==> config.mk <==
export PLATFORM = sky130hd
export DESIGN_NAME = smbus_ctl_regs
export DESIGN_NICKNAME = d
export VERILOG_FILES = /design/src/rtl/smbreg_pkg.sv /design/src/rtl/smb_pin_filter.sv /design/src/rtl/smb_regbank.sv /design/src/rtl/smbus_ctl_regs.sv
export SDC_FILE = /design/constraint.sdc
export NUM_CORES = 1
export LEC_CHECK = 0
export ABC_AREA = 1
export BUFFER_PORTS_ARGS = -buffer_cell sky130_fd_sc_hd__buf_2
export CAP_MARGIN = 10
export CORE_MARGIN = 5
export CORE_UTILIZATION = 50
export DETAILED_ROUTE_END_ITERATION = 10
export PLACE_DENSITY = 0.7
export SLEW_MARGIN = 20
export SYNTH_ARGS = -nofsm -noshare
export SYNTH_HDL_FRONTEND = slang
export SYNTH_SLANG_ARGS = --single-unit
==> constraint.sdc <==
create_clock -name clk -period 4.4 [get_ports clk]
set_clock_uncertainty 0.1 [all_clocks]
set_input_delay 0.44 -clock clk [delete_from_list [all_inputs] [get_ports clk]]
set_output_delay 0.44 -clock clk [all_outputs]
set_load 0.05 [all_outputs]
==> src/rtl/smbreg_pkg.sv <==
package smbreg_pkg;
    localparam int BYTE_W   = 8;
    localparam int NUM_CTRL = 4;
    localparam int NUM_REGS = NUM_CTRL + 1;
    localparam int CNT_W    = $clog2(BYTE_W + 1);

    typedef enum logic [3:0] {
        ST_IDLE,
        ST_ADDR,
        ST_ADDR_ACK,
        ST_CMD,
        ST_CMD_ACK,
        ST_COUNT,
        ST_COUNT_ACK,
        ST_WDATA,
        ST_WDATA_ACK,
        ST_TX,
        ST_TX_ACK
    } smb_state_e;

    // power-up value of each writable byte
    function automatic logic [BYTE_W-1:0] reg_reset(input int idx);
        case (idx)
            0:       return 8'h07;
            1:       return 8'h66;
            default: return 8'h00;
        endcase
    endfunction

    // implemented bits of each writable byte
    function automatic logic [BYTE_W-1:0] reg_wmask(input int idx);
        case (idx)
            0:       return 8'hC7;
            1, 2:    return 8'h66;
            3:       return 8'hFF;
            default: return 8'h00;
        endcase
    endfunction
endpackage

==> src/rtl/smb_pin_filter.sv <==
module smb_pin_filter (
    input  logic clk,
    input  logic rst_n,
    input  logic scl_in,
    input  logic sda_in,
    output logic scl_h,
    output logic sda_h,
    output logic scl_rise,
    output logic scl_fall,
    output logic start_det,
    output logic stop_det
);
    logic [1:0] scl_sync;
    logic [1:0] sda_sync;
    logic       scl_d;
    logic       sda_d;

    always_ff @(posedge clk or negedge rst_n) begin
        if (!rst_n) begin
            scl_sync <= 2'b11;
            sda_sync <= 2'b11;
            scl_d    <= 1'b1;
            sda_d    <= 1'b1;
        end else begin
            scl_sync <= {scl_sync[0], scl_in};
            sda_sync <= {sda_sync[0], sda_in};
            scl_d    <= scl_sync[1];
            sda_d    <= sda_sync[1];
        end
    end

    assign scl_h     = scl_sync[1];
    assign sda_h     = sda_sync[1];
    assign scl_rise  = scl_h & ~scl_d;
    assign scl_fall  = ~scl_h & scl_d;
    assign start_det = scl_h & scl_d & sda_d & ~sda_h;
    assign stop_det  = scl_h & scl_d & ~sda_d & sda_h;
endmodule

==> src/rtl/smb_regbank.sv <==
module smb_regbank
    import smbreg_pkg::*;
#(
    parameter logic [BYTE_W-1:0] ID_BYTE = 8'hA6
) (
    input  logic                       clk,
    input  logic                       rst_n,
    input  logic                       wr_en,
    input  logic [BYTE_W-1:0]          wr_idx,
    input  logic [BYTE_W-1:0]          wr_data,
    input  logic [BYTE_W-1:0]          rd_idx,
    output logic [BYTE_W-1:0]          rd_data,
    output logic [NUM_CTRL*BYTE_W-1:0] ctrl_q
);
    for (genvar g = 0; g < NUM_CTRL; g++) begin : g_byte
        localparam logic [BYTE_W-1:0] RST_V = reg_reset(g);
        localparam logic [BYTE_W-1:0] MSK_V = reg_wmask(g);
        logic [BYTE_W-1:0] q;

        always_ff @(posedge clk or negedge rst_n) begin
            if (!rst_n)
                q <= RST_V;
            else if (wr_en && wr_idx == BYTE_W'(g))
                q <= wr_data & MSK_V;
        end

        assign ctrl_q[g*BYTE_W +: BYTE_W] = q;
    end

    always_comb begin
        rd_data = '0;
        for (int i = 0; i < NUM_CTRL; i++)
            if (rd_idx == BYTE_W'(i))
                rd_data = ctrl_q[i*BYTE_W +: BYTE_W];
        if (rd_idx == BYTE_W'(NUM_CTRL))
            rd_data = ID_BYTE;
    end

    AST_HOLD_WITHOUT_WRITE: assert property (@(posedge clk) disable iff (!rst_n)
        !wr_en |=> $stable(ctrl_q));
endmodule

==> src/rtl/smbus_ctl_regs.sv <==
module smbus_ctl_regs
    import smbreg_pkg::*;
#(
    parameter logic [6:0]        DEV_ADDR = 7'b1101110,
    parameter logic [BYTE_W-1:0] ID_BYTE  = 8'hA6
) (
    input  logic                       clk,
    input  logic                       rst_n,
    input  logic                       pwrdn,
    input  logic                       scl_in,
    input  logic                       sda_in,
    output logic                       sda_oe,
    output logic [NUM_CTRL*BYTE_W-1:0] ctrl_bytes
);
    localparam logic [CNT_W-1:0]  LAST_BIT  = CNT_W'(BYTE_W - 1);
    localparam logic [CNT_W-1:0]  FULL_BYTE = CNT_W'(BYTE_W);
    localparam logic [BYTE_W-1:0] REG_COUNT = BYTE_W'(NUM_REGS);

    smb_state_e        state, state_nx;
    logic [CNT_W-1:0]  bit_cnt;
    logic [BYTE_W-1:0] shreg;
    logic [BYTE_W-1:0] ptr;
    logic              rw_rd;
    logic              m_ack;
    logic              scl_h, sda_h, scl_rise, scl_fall, start_det, stop_det;
    logic              byte_done;
    logic              wr_en;
    logic [BYTE_W-1:0] rd_data;

    smb_pin_filter u_filt (
        .clk       (clk),
        .rst_n     (rst_n),
        .scl_in    (scl_in),
        .sda_in    (sda_in),
        .scl_h     (scl_h),
        .sda_h     (sda_h),
        .scl_rise  (scl_rise),
        .scl_fall  (scl_fall),
        .start_det (start_det),
        .stop_det  (stop_det)
    );

    smb_regbank #(.ID_BYTE(ID_BYTE)) u_regs (
        .clk     (clk),
        .rst_n   (rst_n),
        .wr_en   (wr_en),
        .wr_idx  (ptr),
        .wr_data (shreg),
        .rd_idx  (ptr),
        .rd_data (rd_data),
        .ctrl_q  (ctrl_bytes)
    );

    assign byte_done = scl_fall && (bit_cnt == FULL_BYTE);

    // next-state logic
    always_comb begin
        state_nx = state;
        if (pwrdn || stop_det) begin
            state_nx = ST_IDLE;
        end else if (start_det) begin
            state_nx = ST_ADDR;
        end else begin
            unique case (state)
                ST_IDLE:      state_nx = ST_IDLE;
                ST_ADDR:      if (byte_done)
                                  state_nx = (shreg[7:1] == DEV_ADDR) ? ST_ADDR_ACK : ST_IDLE;
                ST_ADDR_ACK:  if (scl_fall) state_nx = rw_rd ? ST_TX : ST_CMD;
                ST_CMD:       if (byte_done) state_nx = ST_CMD_ACK;
                ST_CMD_ACK:   if (scl_fall) state_nx = ST_COUNT;
                ST_COUNT:     if (byte_done) state_nx = ST_COUNT_ACK;
                ST_COUNT_ACK: if (scl_fall) state_nx = ST_WDATA;
                ST_WDATA:     if (byte_done) state_nx = ST_WDATA_ACK;
                ST_WDATA_ACK: if (scl_fall) state_nx = ST_WDATA;
                ST_TX:        if (scl_fall && bit_cnt == LAST_BIT) state_nx = ST_TX_ACK;
                ST_TX_ACK:    if (scl_fall) state_nx = m_ack ? ST_TX : ST_IDLE;
                default:      state_nx = ST_IDLE;
            endcase
        end
    end

    // state register
    always_ff @(posedge clk or negedge rst_n) begin
        if (!rst_n) state <= ST_IDLE;
        else        state <= state_nx;
    end

    // shift register, bit counter and pointer
    always_ff @(posedge clk or negedge rst_n) begin
        if (!rst_n) begin
            bit_cnt <= '0;
            shreg   <= '0;
            ptr     <= '0;
            rw_rd   <= 1'b0;
            m_ack   <= 1'b0;
        end else if (pwrdn || stop_det || start_det) begin
            bit_cnt <= '0;
        end else begin
            unique case (state)
                ST_ADDR, ST_CMD, ST_COUNT, ST_WDATA: begin
                    if (scl_rise && bit_cnt < FULL_BYTE) begin
                        shreg   <= {shreg[BYTE_W-2:0], sda_h};
                        bit_cnt <= bit_cnt + 1'b1;
                    end
                    if (byte_done) begin
                        bit_cnt <= '0;
                        if (state == ST_ADDR)  rw_rd <= shreg[0];
                        if (state == ST_CMD)   ptr   <= shreg;
                        if (state == ST_WDATA) ptr   <= ptr + 1'b1;
                    end
                end
                ST_ADDR_ACK: begin
                    if (scl_fall && rw_rd) begin
                        shreg   <= REG_COUNT;
                        bit_cnt <= '0;
                    end
                end
                ST_TX: begin
                    if (scl_fall) begin
                        if (bit_cnt == LAST_BIT) begin
                            bit_cnt <= '0;
                        end else begin
                            shreg   <= {shreg[BYTE_W-2:0], 1'b0};
                            bit_cnt <= bit_cnt + 1'b1;
                        end
                    end
                end
                ST_TX_ACK: begin
                    if (scl_rise) m_ack <= ~sda_h;
                    if (scl_fall && m_ack) begin
                        shreg <= rd_data;
                        ptr   <= ptr + 1'b1;
                    end
                end
                default: ;
            endcase
        end
    end

    // outputs
    always_comb begin
        sda_oe = 1'b0;
        wr_en  = 1'b0;
        unique case (state)
            ST_ADDR_ACK, ST_CMD_ACK, ST_COUNT_ACK, ST_WDATA_ACK: sda_oe = 1'b1;
            ST_TX:    sda_oe = ~shreg[BYTE_W-1];
            ST_WDATA: wr_en  = byte_done && !pwrdn;
            default: ;
        endcase
    end

    AST_PWRDN_RELEASE: assert property (@(posedge clk) disable iff (!rst_n)
        pwrdn |=> !sda_oe);
    AST_PWRDN_FROZEN: assert property (@(posedge clk) disable iff (!rst_n)
        pwrdn |=> $stable(ctrl_bytes));
    AST_ACK_ONLY_MATCH: assert property (@(posedge clk) disable iff (!rst_n)
        (state == ST_ADDR_ACK && $past(state) == ST_ADDR) |-> ($past(shreg[7:1]) == DEV_ADDR));
    AST_START_REDECODE: assert property (@(posedge clk) disable iff (!rst_n)
        (start_det && !pwrdn) |=> (state == ST_ADDR && bit_cnt == '0));
    AST_STOP_TO_IDLE: assert property (@(posedge clk) disable iff (!rst_n)
        stop_det |=> state == ST_IDLE);
    AST_TX_HOLD_SCL_HIGH: assert property (@(posedge clk) disable iff (!rst_n)
        (state == ST_TX && $past(state) == ST_TX && scl_h && $past(scl_h)) |-> $stable(sda_oe));
    AST_BITCNT_BOUND: assert property (@(posedge clk) disable iff (!rst_n)
        bit_cnt <= FULL_BYTE);
endmodule

* Yosys cells after proc, flatten, opt, wreduce, memory -nomap -nowiden
Cells that the tools add are included.
Word-level totals: bits in registers 53, latch bits 0, memory bits (writable) 0, memory bits (read-only) 0, input bits 5, logic and storage cells 132, memories 0
Operators by class: add/sub/neg operators 2, $mul 0, div/mod/pow operators 0, order comparisons 1, equality and inequality tests 36, shift operators 0, multiplexer cells 40, bitwise operators 13, reduce and logical (&&, ||, !) cells 26
Operators by type and width (number):
- 8-bit two-way mux | 14
- 4-bit two-way mux | 19
- 4-bit inequality test (second input constant) | 9
- 4-bit one-hot mux with 9 select lines | 1
- 8-bit one-hot mux with 4 select lines | 1
- 4-bit by 3-bit == test with 1-bit output (second input constant) | 5
- 4-bit == test (second input constant) | 4
- 8-bit by 2-bit == test with 1-bit output (second input constant) | 2
- 8-bit one-hot mux with 2 select lines | 1
- 2-bit inequality test (second input constant) | 6
- 4-bit one-hot mux with 3 select lines | 1
- 1-bit logical AND | 10
- 3-bit inequality test (second input constant) | 3
- 9-bit AND reduction | 1
- 8-bit by 1-bit adder with 8-bit output (second input constant) | 1
- 4-bit by 2-bit == test with 1-bit output (second input constant) | 2
- 8-bit by 1-bit == test with 1-bit output (second input constant) | 1
- 8-bit by 3-bit == test with 1-bit output (second input constant) | 1
- 8-bit logical NOT | 1
- 4-bit AND reduction | 2
- 4-bit nonzero test | 2
- 4-bit OR reduction | 2
- 1-bit bitwise AND | 7
- 7-bit == test (second input constant) | 1
- other kinds (15) | 21

* Longest topological paths before layout
Gate-level depths: netlist of run 1.
word-level depth 8, depth in mapped cells 12, depth with buffers taken out 11

* By module
Synthesis of run 1 repeated with hierarchy kept, for this count alone.
Unflattened totals: cells, all modules 455, area, all modules 3296.9 um^2
Modules (own cells, without submodules):
- smbus_ctl_regs | instances 1, cells an instance 272, area an instance 1859.3 um^2
- smb_regbank | instances 1, cells an instance 166, area an instance 1238.7 um^2
- smb_pin_filter | instances 1, cells an instance 17, area an instance 198.9 um^2

* Least setup slack after synthesis of run 1
No wires, ideal clock.
path kind register to output, start point reg state[0], end point out sda_oe, data arrival time 1.836 ns, data required time 3.860 ns, slack 2.024 ns, stages on the path, launching flop included 5, path buffers 0, cells stage by stage dfrtp_1 -> inv_2 -> nor2_2 -> nand2_1 -> o21ai_0
On the way: word-level cells in the longest chain between the ends 3
Ends and longest elaborated chain:
- start: declaration | RTL line smbus_ctl_regs.sv:19 | smb_state_e state, state_nx;
- start signal: assignment | RTL line smbus_ctl_regs.sv:85 | else state <= state_nx;
- 4-bit by 2-bit == test with 1-bit output, or another cell as far along | RTL line smbus_ctl_regs.sv:144 | unique case (state)
- 4-bit OR reduction | RTL line smbus_ctl_regs.sv:144
- 1-bit one-hot mux with 2 select lines (*) | RTL line smbus_ctl_regs.sv:144
- end: declaration | RTL line smbus_ctl_regs.sv:12 | output logic sda_oe,
Every way passes the cells marked *; elsewhere a longest branch is shown, timed or not.

* Worst setup path in the final report of run 1
start point reg state[3], end point out sda_oe
Same word-level chain as after synthesis.

==> flow_summary.json, run 1 <==
{
  "grtUsageTotal_pct": 18.23,
  "finalHoldViolations": 0,
  "p_total_uw": 969.2,
  "cts_hold_buf": 0,
  "mappedNetlistArea_sq_mm": 0.003234,
  "reg2reg_slack_ns": 2.33,
  "layout.cells.non_filler": 530,
  "fp.dieH_microns": 90.43,
  "irDropWorstVdd_mv": 0.1689,
  "cts.sinks": 53,
  "slew_headroom_pct": 55.12,
  "max_freq_mhz": 424.6,
  "drive_gt1_share_pct": 23.18,
  "overflow": 0,
  "vias": 2754,
  "clk_pin_slew_ns": 0.10,
  "hold_path_end": "u_filt.sda_sync[0]",
  "worst_pin_slew_ns": 0.6707,
  "wl_per_cell_microns": 13.65,
  "async_flop_share_pct": 100.0,
  "crit_arrival_ns": 1.82,
  "setup_tns_ns": 0,
  "final_antenna_net_count": 0,
  "synth_edf_count": 0,
  "start_kind": "flip-flop",
  "fin_worst_hold_slack_ns": 0.1191,
  "diodes": 0,
  "cap_violations": 0,
  "ctsResizeCount": 0,
  "clk_latency_ns": 0.31,
  "synthSimpleGateAreaFrac_pct": 27.97,
  "status": "completed",
  "antenna_found_initial": 0,
  "grt_pass1_vias": 2595,
  "rsz0062_at_grt": "false",
  "power_density_mw_per_mm2": 277.5,
  "syn_inst": 423,
  "regToRegStartpoint": "ptr[3]",
  "synth_mux_area_share_pct": 0,
  "crit_type": "reg -> out",
  "start_util_pct": 51.23,
  "numCtsBuffers": 5,
  "rr_endpoint": "u_regs.g_byte[3].q[4]",
  "synth_xor_area_share_pct": 1.083,
  "cts_tree": "yes",
  "drv_slew": 0,
  "grt_pass1_wl_microns": 12410,
  "setup_viol": 0,
  "synth_warnings": 0,
  "holdCritStartpoint": "sda_in",
  "synth_top_family_by_area": "simple AND/OR/NAND/NOR gates",
  "grt_max_degree": 54,
  "io_buffers": 26,
  "cts-root-buf": "clkbuf_8",
  "worstPathMaxFanout": 5,
  "holdPathStages": 1,
  "dieArea_sq_mm": 0.008178,
  "avgSynthCellArea_sq_um": 7.646,
  "gpl.final_weighted_congestion": 0.8812,
  "drtPass1Iterations": 4,
  "final_core_util_pct": 55.31,
  "synth-seq-cells": 53,
  "area_growth_syn_to_layout_pct": 7.969,
  "synth.distinct_cells": 39,
  "post_cts_buffers": 0,
  "final_cell_mix": "106 x nand2_1, 40 x inv_1, 40 x dfrtp_1",
  "vias_per_cell": 5.196,
  "yosysSeqAreaShare_pct": 41.51,
  "critPathRequiredTime_ns": 3.86,
  "core_sq_mm": 0.006314,
  "reg2reg_depth": 6,
  "cp-end-kind": "output pin",
  "dp_cells": 522,
  "ys.flop_type": "dfrtp_1",
  "synthAdderAreaFrac_pct": 2.321,
  "final_common_cell": "nand2_1",
  "drt_iter0_drc": 192,
  "dpl.hpwl_microns": 5444,
  "clockBufferDepth": 2,
  "synth-compound-area-share_pct": 16.67,
  "fill_cells": 600,
  "die_x_microns": 90.43,
  "ioPinCount": 38,
  "min_path_type": "in -> reg",
  "p_leak_uw": 0.001741,
  "drc": 0,
  "post-route-min-period_ns": 2.355,
  "fin_nets": 463,
  "fin_crit_sh_pct": 53.53,
  "rows": 29,
  "finalWirelength_microns": 7233,
  "htreeDepth": 2
}
==> kinds of logic (layout without fill, tap and decap cells) <==
kind of cell / Yosys count / after routing
fa+ha+maj: 6 / 6
buf+inv: 71 / 91
compound gates: 88 / 88
other cells: 1 / 11
simple gates: 200 / 200
flops: 53 / 53
xor+xnor: 4 / 4
==> cell type report <==
| class | instances | area [sq um] | area share, % |
|---|---|---|---|
| Clock inverter | 1 | 8.758 | 0.2508 |
| Clock buffer | 7 | 96.34 | 2.759 |
| Tap cell | 77 | 96.34 | 2.759 |
| Timing Repair Buffer | 27 | 137.6 | 3.941 |
| Inverter | 56 | 215.2 | 6.163 |
| Multi-Input combinational cell | 309 | 1595 | 45.68 |
| Sequential cell | 53 | 1343 | 38.45 |
==> worst max-delay path: stages, from the launching register on <==
cell and delay, ns:
dfrtp_1 0.45, inv_2 0.05, nor2_1 0.19, nand3_1 0.12, o21ai_0 0.17, nor2_1 0.11, o21ai_0 0.11, buf_2 0.30
==> through the flow <==
step / setup WS (ns) / area (sq um)
floorplan: 2.024 / 3272
global placement: 2.378 / 3387
detailed placement: 2.324 / 3387
CTS: 2.081 / 3492
global route: 1.932 / 3492
finish: 2.045 / 3492
==> how the worst max path moves through the flow <==
stage | from | to | cells after the start
finish | state[3] | sda_oe | 7
global route | state[3] | sda_oe | 7
CTS | state[3] | sda_oe | 7
detailed placement | ptr[2] | u_regs.g_byte[3].q[4] | 6
global placement | ptr[2] | u_regs.g_byte[3].q[1] | 6
floorplan | state[0] | sda_oe | 4
==> power by group <==
group	switching, uW	internal [uW]	total [uW]	leakage, uW
combinational	91.5	28.5	120	0.00102
clock	165	146	311	0.0000549
sequential	27.7	511	539	0.000664
==> sequential cells by signal, indices dropped and copies added, names as in the netlist <==
register	count
bit_cnt	4
u_filt.sda_d	1
rw_rd	1
u_filt.scl_sync	2
shreg	8
u_regs.g_byte.q	21
ptr	8
u_filt.scl_d	1
u_filt.sda_sync	2
state	4
m_ack	1
==> routing by layer <==
layer  vias up  GRT usage, %  share of wire, %  wire, microns
met5         -             0                 0              0
met4         0         5.459               1.5            112
met2        79         28.17                46           3313
met1      1269         26.32                48           3461
met3        10         2.833               4.8            345
li1       1396             -                 -              -
==> cells in the mapped netlist, types with 3 or more instances <==
cell	instances	area, sq um
dfrtp_1	40	1001
o21ai_1	12	60.06
nand3_1	25	125.1
ha_1	6	75.07
nand2_2	8	50.05
inv_1	40	150.1
nor2_4	5	56.30
nor3_1	3	15.01
a21oi_1	24	120.1
buf_4	11	82.58
nor2_2	8	50.05
o21ai_0	24	120.1
nand4_1	3	18.77
o21ai_2	9	78.83
nor2_1	38	142.6
inv_2	12	45.04
a21oi_2	9	78.83
nand2_1	106	397.9
dfstp_2	13	341.6
Power figures use the tool's default switching activity.
==> run 2, diff against run 1 <==
==> constraint.sdc (replaced) <==
create_clock -name clk -period 2.3 [get_ports clk]
set_clock_uncertainty 0.1 [all_clocks]
set_input_delay 0.23 -clock clk [delete_from_list [all_inputs] [get_ports clk]]
set_output_delay 0.23 -clock clk [all_outputs]
set_load 0.05 [all_outputs]
==> run 2 against run 1 <==
Effect of this change: die area unchanged; sequential share of layout area fell by 0.57 points; design area is 1.6% higher; routed wire length rose by 3.0%; via count is 3.2% higher; critical path depth shrank 1; first-iteration DRC count fell by 1.0%; global-route usage is 0.91 points higher; worst hold slack better by 0.032 ns; final cell count is 0.94% higher; core utilization increased by 0.89 points; non-clock buffer count up 5.
==> flow_summary.json, run 2 (synthesized netlist as in run 1, its figures left out) <==
{
  "vias_per_cell": 5.310,
  "rsz0062_at_grt": "false",
  "cts_tree": "yes",
  "multi_input_area_sq_mm": 0.001595,
  "numCtsBuffers": 5,
  "overflow": 0,
  "fin_crit_sh_pct": 90.44,
  "cts.sinks": 53,
  "reg2reg_slack_ns": 0.34,
  "post-route-min-period_ns": 2.080,
  "finalWirelength_microns": 7453,
  "die_x_microns": 90.43,
  "grtUsageTotal_pct": 19.14,
  "dpl.hpwl_microns": 5561,
  "final_cell_mix": "106 x nand2_1, 40 x inv_1, 39 x dfrtp_1",
  "drv_slew": 0,
  "max_freq_mhz": 480.8,
  "placed_cell_area_sq_mm": 0.003402,
  "grt_max_degree": 54,
  "final_common_cell": "nand2_1",
  "start_util_pct": 51.23,
  "reg2reg_depth": 8,
  "diodes": 0,
  "final_cell_area_sq_mm": 0.003548,
  "cts-root-buf": "clkbuf_8",
  "regToRegStartpoint": "ptr[1]",
  "status": "completed",
  "largest_register_ffs": 21,
  "seq_area_sq_mm": 0.001344,
  "crit_type": "reg -> out",
  "slew_headroom_pct": 54.97,
  "fp.dieH_microns": 90.43,
  "holdCritStartpoint": "pwrdn",
  "worstPathMaxFanout": 5,
  "drive_gt1_share_pct": 23.58,
  "largest_register": "u_regs.g_byte.q",
  "start_kind": "flip-flop",
  "grt_pass1_wl_microns": 13010,
  "htreeDepth": 2,
  "vias": 2841,
  "grt_pass1_vias": 2590,
  "rr_endpoint": "u_regs.g_byte[1].q[6]",
  "core_sq_mm": 0.006314,
  "finalHoldViolations": 0,
  "min_path_type": "in -> reg",
  "clk_latency_ns": 0.31,
  "p_leak_uw": 0.001765,
  "setup_viol": 0,
  "fill_cells": 620,
  "gpl.final_weighted_congestion": 0.9187,
  "crit_arrival_ns": 1.75,
  "dieArea_sq_mm": 0.008178,
  "worst_pin_slew_ns": 0.6754,
  "critPathRequiredTime_ns": 1.97,
  "drt_iter0_drc": 190,
  "ioPinCount": 38,
  "cp-end-kind": "output pin",
  "wl_per_cell_microns": 13.93,
  "area_growth_syn_to_layout_pct": 9.710,
  "irDropWorstVdd_mv": 0.3167,
  "io_buffers": 26,
  "setup_tns_ns": 0,
  "reg.largest.list": "u_regs.g_byte.q (21), ptr (8), shreg (8)",
  "drc": 0,
  "clockBufferDepth": 2,
  "power_density_mw_per_mm2": 542.5,
  "cap_violations": 0,
  "fin_nets": 468,
  "drtPass1Iterations": 5,
  "antenna_found_initial": 0,
  "endpoint": "sda_oe",
  "clk_pin_slew_ns": 0.10,
  "final_antenna_net_count": 0,
  "rows": 29,
  "critPathLaunch": "state[3]"
}
==> run 2: report_power, final <==
group	switching (uW)	internal [uW]	total (uW)
sequential	51.8	977	1030
combinational	180	57.8	238
clock	331	327	658
==> run 2: what timing repair did <==
action,in CTS,in global routing
hold buffers,3,0
endpoints found under the setup margin,0,1
gates resized for setup,0,3
hold endpoints to repair,42,0
buffers inserted,0,0
==> run 2: routing by layer <==
metal  share of wire (%)  global-route usage, %
met1                  48                  29.14
met2                  46                  29.09
met3                 5.2                  2.833
met4                 1.1                  3.350
met5                   0                      0
==> run 2: how the worst min path moves through the flow <==
stage | depth (start not counted) | to
6_report | 4 | rw_rd
3_5_place_dp | 1 | u_filt.sda_sync[0]
2_1_floorplan | 0 | bit_cnt[0]
4_1_cts | 4 | rw_rd
3_3_place_gp | 1 | u_filt.scl_sync[0]
5_1_grt | 4 | rw_rd
==> run 2: final cells by class <==
class	count	area share, %
multi-input cells	309	44.96
flip-flops and latches	53	37.87
inverters	56	6.065
repair buffers	32	5.219
well taps	77	2.715
clock buffers	5	1.939
clock inverters	3	1.234
==> run 2: through the flow <==
stage	hold slack, ns	std cells	total power (uW)	util, %	setup slack (ns)
global route	0.1656	535	2017	56.20	0.03704
CTS	0.1476	535	1934	56.14	0.1489
detailed placement	0.2364	524	1279	53.88	0.3519
global placement	0.2359	524	1275	53.88	0.4191
floorplan	-0.1656	433	1209	-	0.1343
finish	0.1507	535	1925	56.20	0.2200
==> run 2: worst max-delay path: stages (launching register included) <==
cell	delay, ns
dfrtp_2	0.46
inv_2	0.07
nand2_1	0.10
o21ai_0	0.34
nor2_1	0.10
o21ai_0	0.13
buf_4	0.25
==> run 3, diff against run 2 <==
--- a/config.mk
+++ b/config.mk
@@ -5,14 +5,12 @@
 export SDC_FILE = /design/constraint.sdc
 export NUM_CORES = 1
 export LEC_CHECK = 0
-export ABC_AREA = 1
 export BUFFER_PORTS_ARGS = -buffer_cell sky130_fd_sc_hd__buf_2
 export CAP_MARGIN = 10
 export CORE_MARGIN = 5
 export CORE_UTILIZATION = 50
 export DETAILED_ROUTE_END_ITERATION = 10
 export PLACE_DENSITY = 0.7
-export SLEW_MARGIN = 20
 export SYNTH_ARGS = -nofsm -noshare
 export SYNTH_HDL_FRONTEND = slang
 export SYNTH_SLANG_ARGS = --single-unit
==> run 3 against run 2 <==
Effect of this change: setup slack got worse by 0.13 ns; combinational power increased to 6.6 times the previous value; largest power group is now combinational cells; sequential power up 35%; register-to-register slack worse by 0.25 ns; critical path depth increased by 1; routed wire length is 7.0% higher; largest cell class unchanged.
==> flow_summary.json, run 3 <==
{
  "status": "completed",
  "synth.distinct_cells": 57,
  "io_buffers": 26,
  "clk_pin_slew_ns": 0.10,
  "synth-seq-cells": 53,
  "grt_max_degree": 28,
  "final_common_cell": "dfrtp_1",
  "reg2reg_slack_ns": 0.09,
  "synth_area_leaders": "dfrtp_1 31%, dfstp_2 11%, mux2_2 11%, a21oi_1 3.8%, nand2_1 3.4%",
  "critPathLaunch": "ptr[0]",
  "synthSimpleGateAreaFrac_pct": 18.80,
  "synth_edf_count": 0,
  "async_flop_share_pct": 100.0,
  "setup_tns_ns": 0,
  "critPathRequiredTime_ns": 2.46,
  "seq_area_sq_mm": 0.001345,
  "mappedNetlistArea_sq_mm": 0.003201,
  "avgSynthCellArea_sq_um": 9.669,
  "holdPathStages": 2,
  "slew_headroom_pct": 57.51,
  "ys_top_cells_by_count": "40 x dfrtp_1, 30 x mux2_2, 29 x nand2_1, 24 x a21oi_1, 20 x o21ai_0",
  "start_util_pct": 50.99,
  "crit_arrival_ns": 2.37,
  "dpl.hpwl_microns": 5704,
  "gpl.final_weighted_congestion": 0.8307,
  "p_leak_uw": 0.001637,
  "synthAdderAreaFrac_pct": 2.346,
  "diodes": 0,
  "synth_warnings": 0,
  "yosysMostFrequentCell": "dfrtp_1",
  "min_path_type": "in -> reg",
  "crit_slowest_cell": "or4b_2",
  "post-route-min-period_ns": 2.209,
  "cap_violations": 0,
  "finalHoldViolations": 0,
  "die_x_microns": 90.01,
  "dp_slack_ns": -0.01780,
  "clk_latency_ns": 0.31,
  "grt_pass1_wl_microns": 13270,
  "largest_register": "u_regs.g_byte.q",
  "rr_endpoint": "shreg[7]",
  "antenna_found_initial": 0,
  "drive_gt1_share_pct": 31.12,
  "synth_mux_area_share_pct": 11.18,
  "wl_per_cell_microns": 17.60,
  "grtUsageTotal_pct": 19.70,
  "rsz0062_at_grt": "false",
  "dieArea_sq_mm": 0.008101,
  "power_density_mw_per_mm2": 951.0,
  "synth_top_area_share_pct": 31.27,
  "cp-end-kind": "flip-flop",
  "max_freq_mhz": 452.6,
  "largest_register_ffs": 21,
  "finalWirelength_microns": 7975,
  "drc": 0,
  "final_antenna_net_count": 0,
  "reg.largest.list": "u_regs.g_byte.q (21), ptr (8), shreg (8)",
  "ys.flop_type": "dfrtp_1",
  "clockBufferDepth": 2,
  "synth-compound-area-share_pct": 18.92,
  "final_core_util_pct": 58.36,
  "synth_top_family_by_area": "compound AO/OA/AOI/OAI gates",
  "start_kind": "flip-flop",
  "worstPathMaxFanout": 7,
  "numCtsBuffers": 5,
  "regToRegStartpoint": "ptr[0]",
  "worst_pin_slew_ns": 0.6373,
  "reg2reg_depth": 7,
  "fill_cells": 561,
  "crit_type": "reg -> reg",
  "slowest_delay_ns": 0.67,
  "core_sq_mm": 0.006277,
  "post_cts_buffers": 0,
  "drtPass1Iterations": 4,
  "cp_cell_sequence": "inv_1, ha_1, or4b_2, nor4_1, buf_4, a221o_1, mux2_2",
  "setup_ws_ns": 0.09070,
  "fin_nets": 386,
  "vias_per_cell": 5.976,
  "overflow": 0,
  "irDropWorstVdd_mv": 0.7239,
  "cts_tree": "yes",
  "syn_inst": 331,
  "yosysSeqAreaShare_pct": 41.95,
  "synth_xor_area_share_pct": 0.5473,
  "drv_slew": 0,
  "final_cell_mix": "38 x dfrtp_1, 30 x mux2_2, 28 x nand2_1",
  "drt_iter0_drc": 151,
  "fp.dieH_microns": 90.01,
  "cts-root-buf": "clkbuf_8",
  "hold_path_end": "state[0]",
  "synth_top_area_cell": "dfrtp_1",
  "ioPinCount": 38,
  "htreeDepth": 2,
  "rows": 29,
  "multi_input_area_sq_mm": 0.001722,
  "layout.cells.non_filler": 453,
  "cts.sinks": 53,
  "holdCritStartpoint": "pwrdn",
  "vias": 2707,
  "setup_viol": 0,
  "fin_crit_sh_pct": 96.06,
  "dp_cells": 442,
  "area_growth_syn_to_layout_pct": 14.46,
  "grt_pass1_vias": 2620
}
run 3: changes by cell type after synthesis, sizes merged, moves of 7 or more:
cell,before,now
nand2,115,29
inv,54,12
nor2,51,14
mux2,0,30
o21ai,45,20
clkbuf,0,12
nand3,26,14
nor2b,0,11
a21oi,33,24
o31ai,1,8
run 3: how the worst max path moves through the flow:
stage | to | slack, ns | cells after the start
3_3_place_gp | shreg[6] | 0.02 | 5
4_1_cts | shreg[7] | 0.02 | 7
5_1_grt | shreg[7] | 0.02 | 7
3_5_place_dp | shreg[0] | -0.02 | 6
6_report | shreg[7] | 0.09 | 7
2_1_floorplan | shreg[7] | 0.03 | 7
run 3: metal layers:
layer	vias to the layer above	wire length, microns	global-route usage, %
met3	10	316	3.339
met2	65	3898	31.89
met4	0	113	4.839
met1	1351	3646	27.47
li1	1281	-	-
met5	-	0	0
run 3: metrics by stage:
stage / instance area [sq um] / hold slack [ns] / power [uW]
after floorplan: 3243 / -0.1656 / 2433
after global placement: 3526 / 0.1723 / 2878
after detailed placement: 3526 / 0.1847 / 2922
after CTS: 3649 / 0.07952 / 3461
after global routing: 3664 / 0.08513 / 3721
final: 3664 / 0.08787 / 3484
run 3: what timing repair did:
| item | 4_1_cts | 5_1_grt |
|---|---|---|
| resized for setup | 1 | 6 |
| setup endpoints to repair | 8 | 19 |
| hold buffers | 3 | 0 |
| hold endpoints to repair | 20 | 0 |
run 3: kinds of logic after synthesis:
family	after synthesis
compound gates	91
xor+xnor	2
fa+ha+maj	6
simple gates	106
buf+inv	40
flops	53
mux	32
other cells	1
run 3: cell type report:
type,instances,share of cell area (%)
clock buffers,6,1.981
well taps,77,2.630
multi-input cells,248,46.99
inverters,12,1.230
repair buffers,55,10.04
flip-flops and latches,53,36.71
clock inverters,2,0.4098
run 3: critical path, delay by kind of cell (launching register included):
kind / cells / cell delay (ns)
flip-flops: 1 / 0.43
AO/OA/AOI/OAI: 1 / 0.13
buffers and inverters: 2 / 0.25
AND/OR/NAND/NOR: 2 / 0.91
adder cells (fa/ha/maj): 1 / 0.21
multiplexers: 1 / 0.14
run 3: report_power, final:
part           leakage (uW)  internal, uW  switching [uW]  total (uW)
clock network     0.0000374           215             316         531
logic              0.000928           666             899        1560
registers          0.000672          1090             295        1390
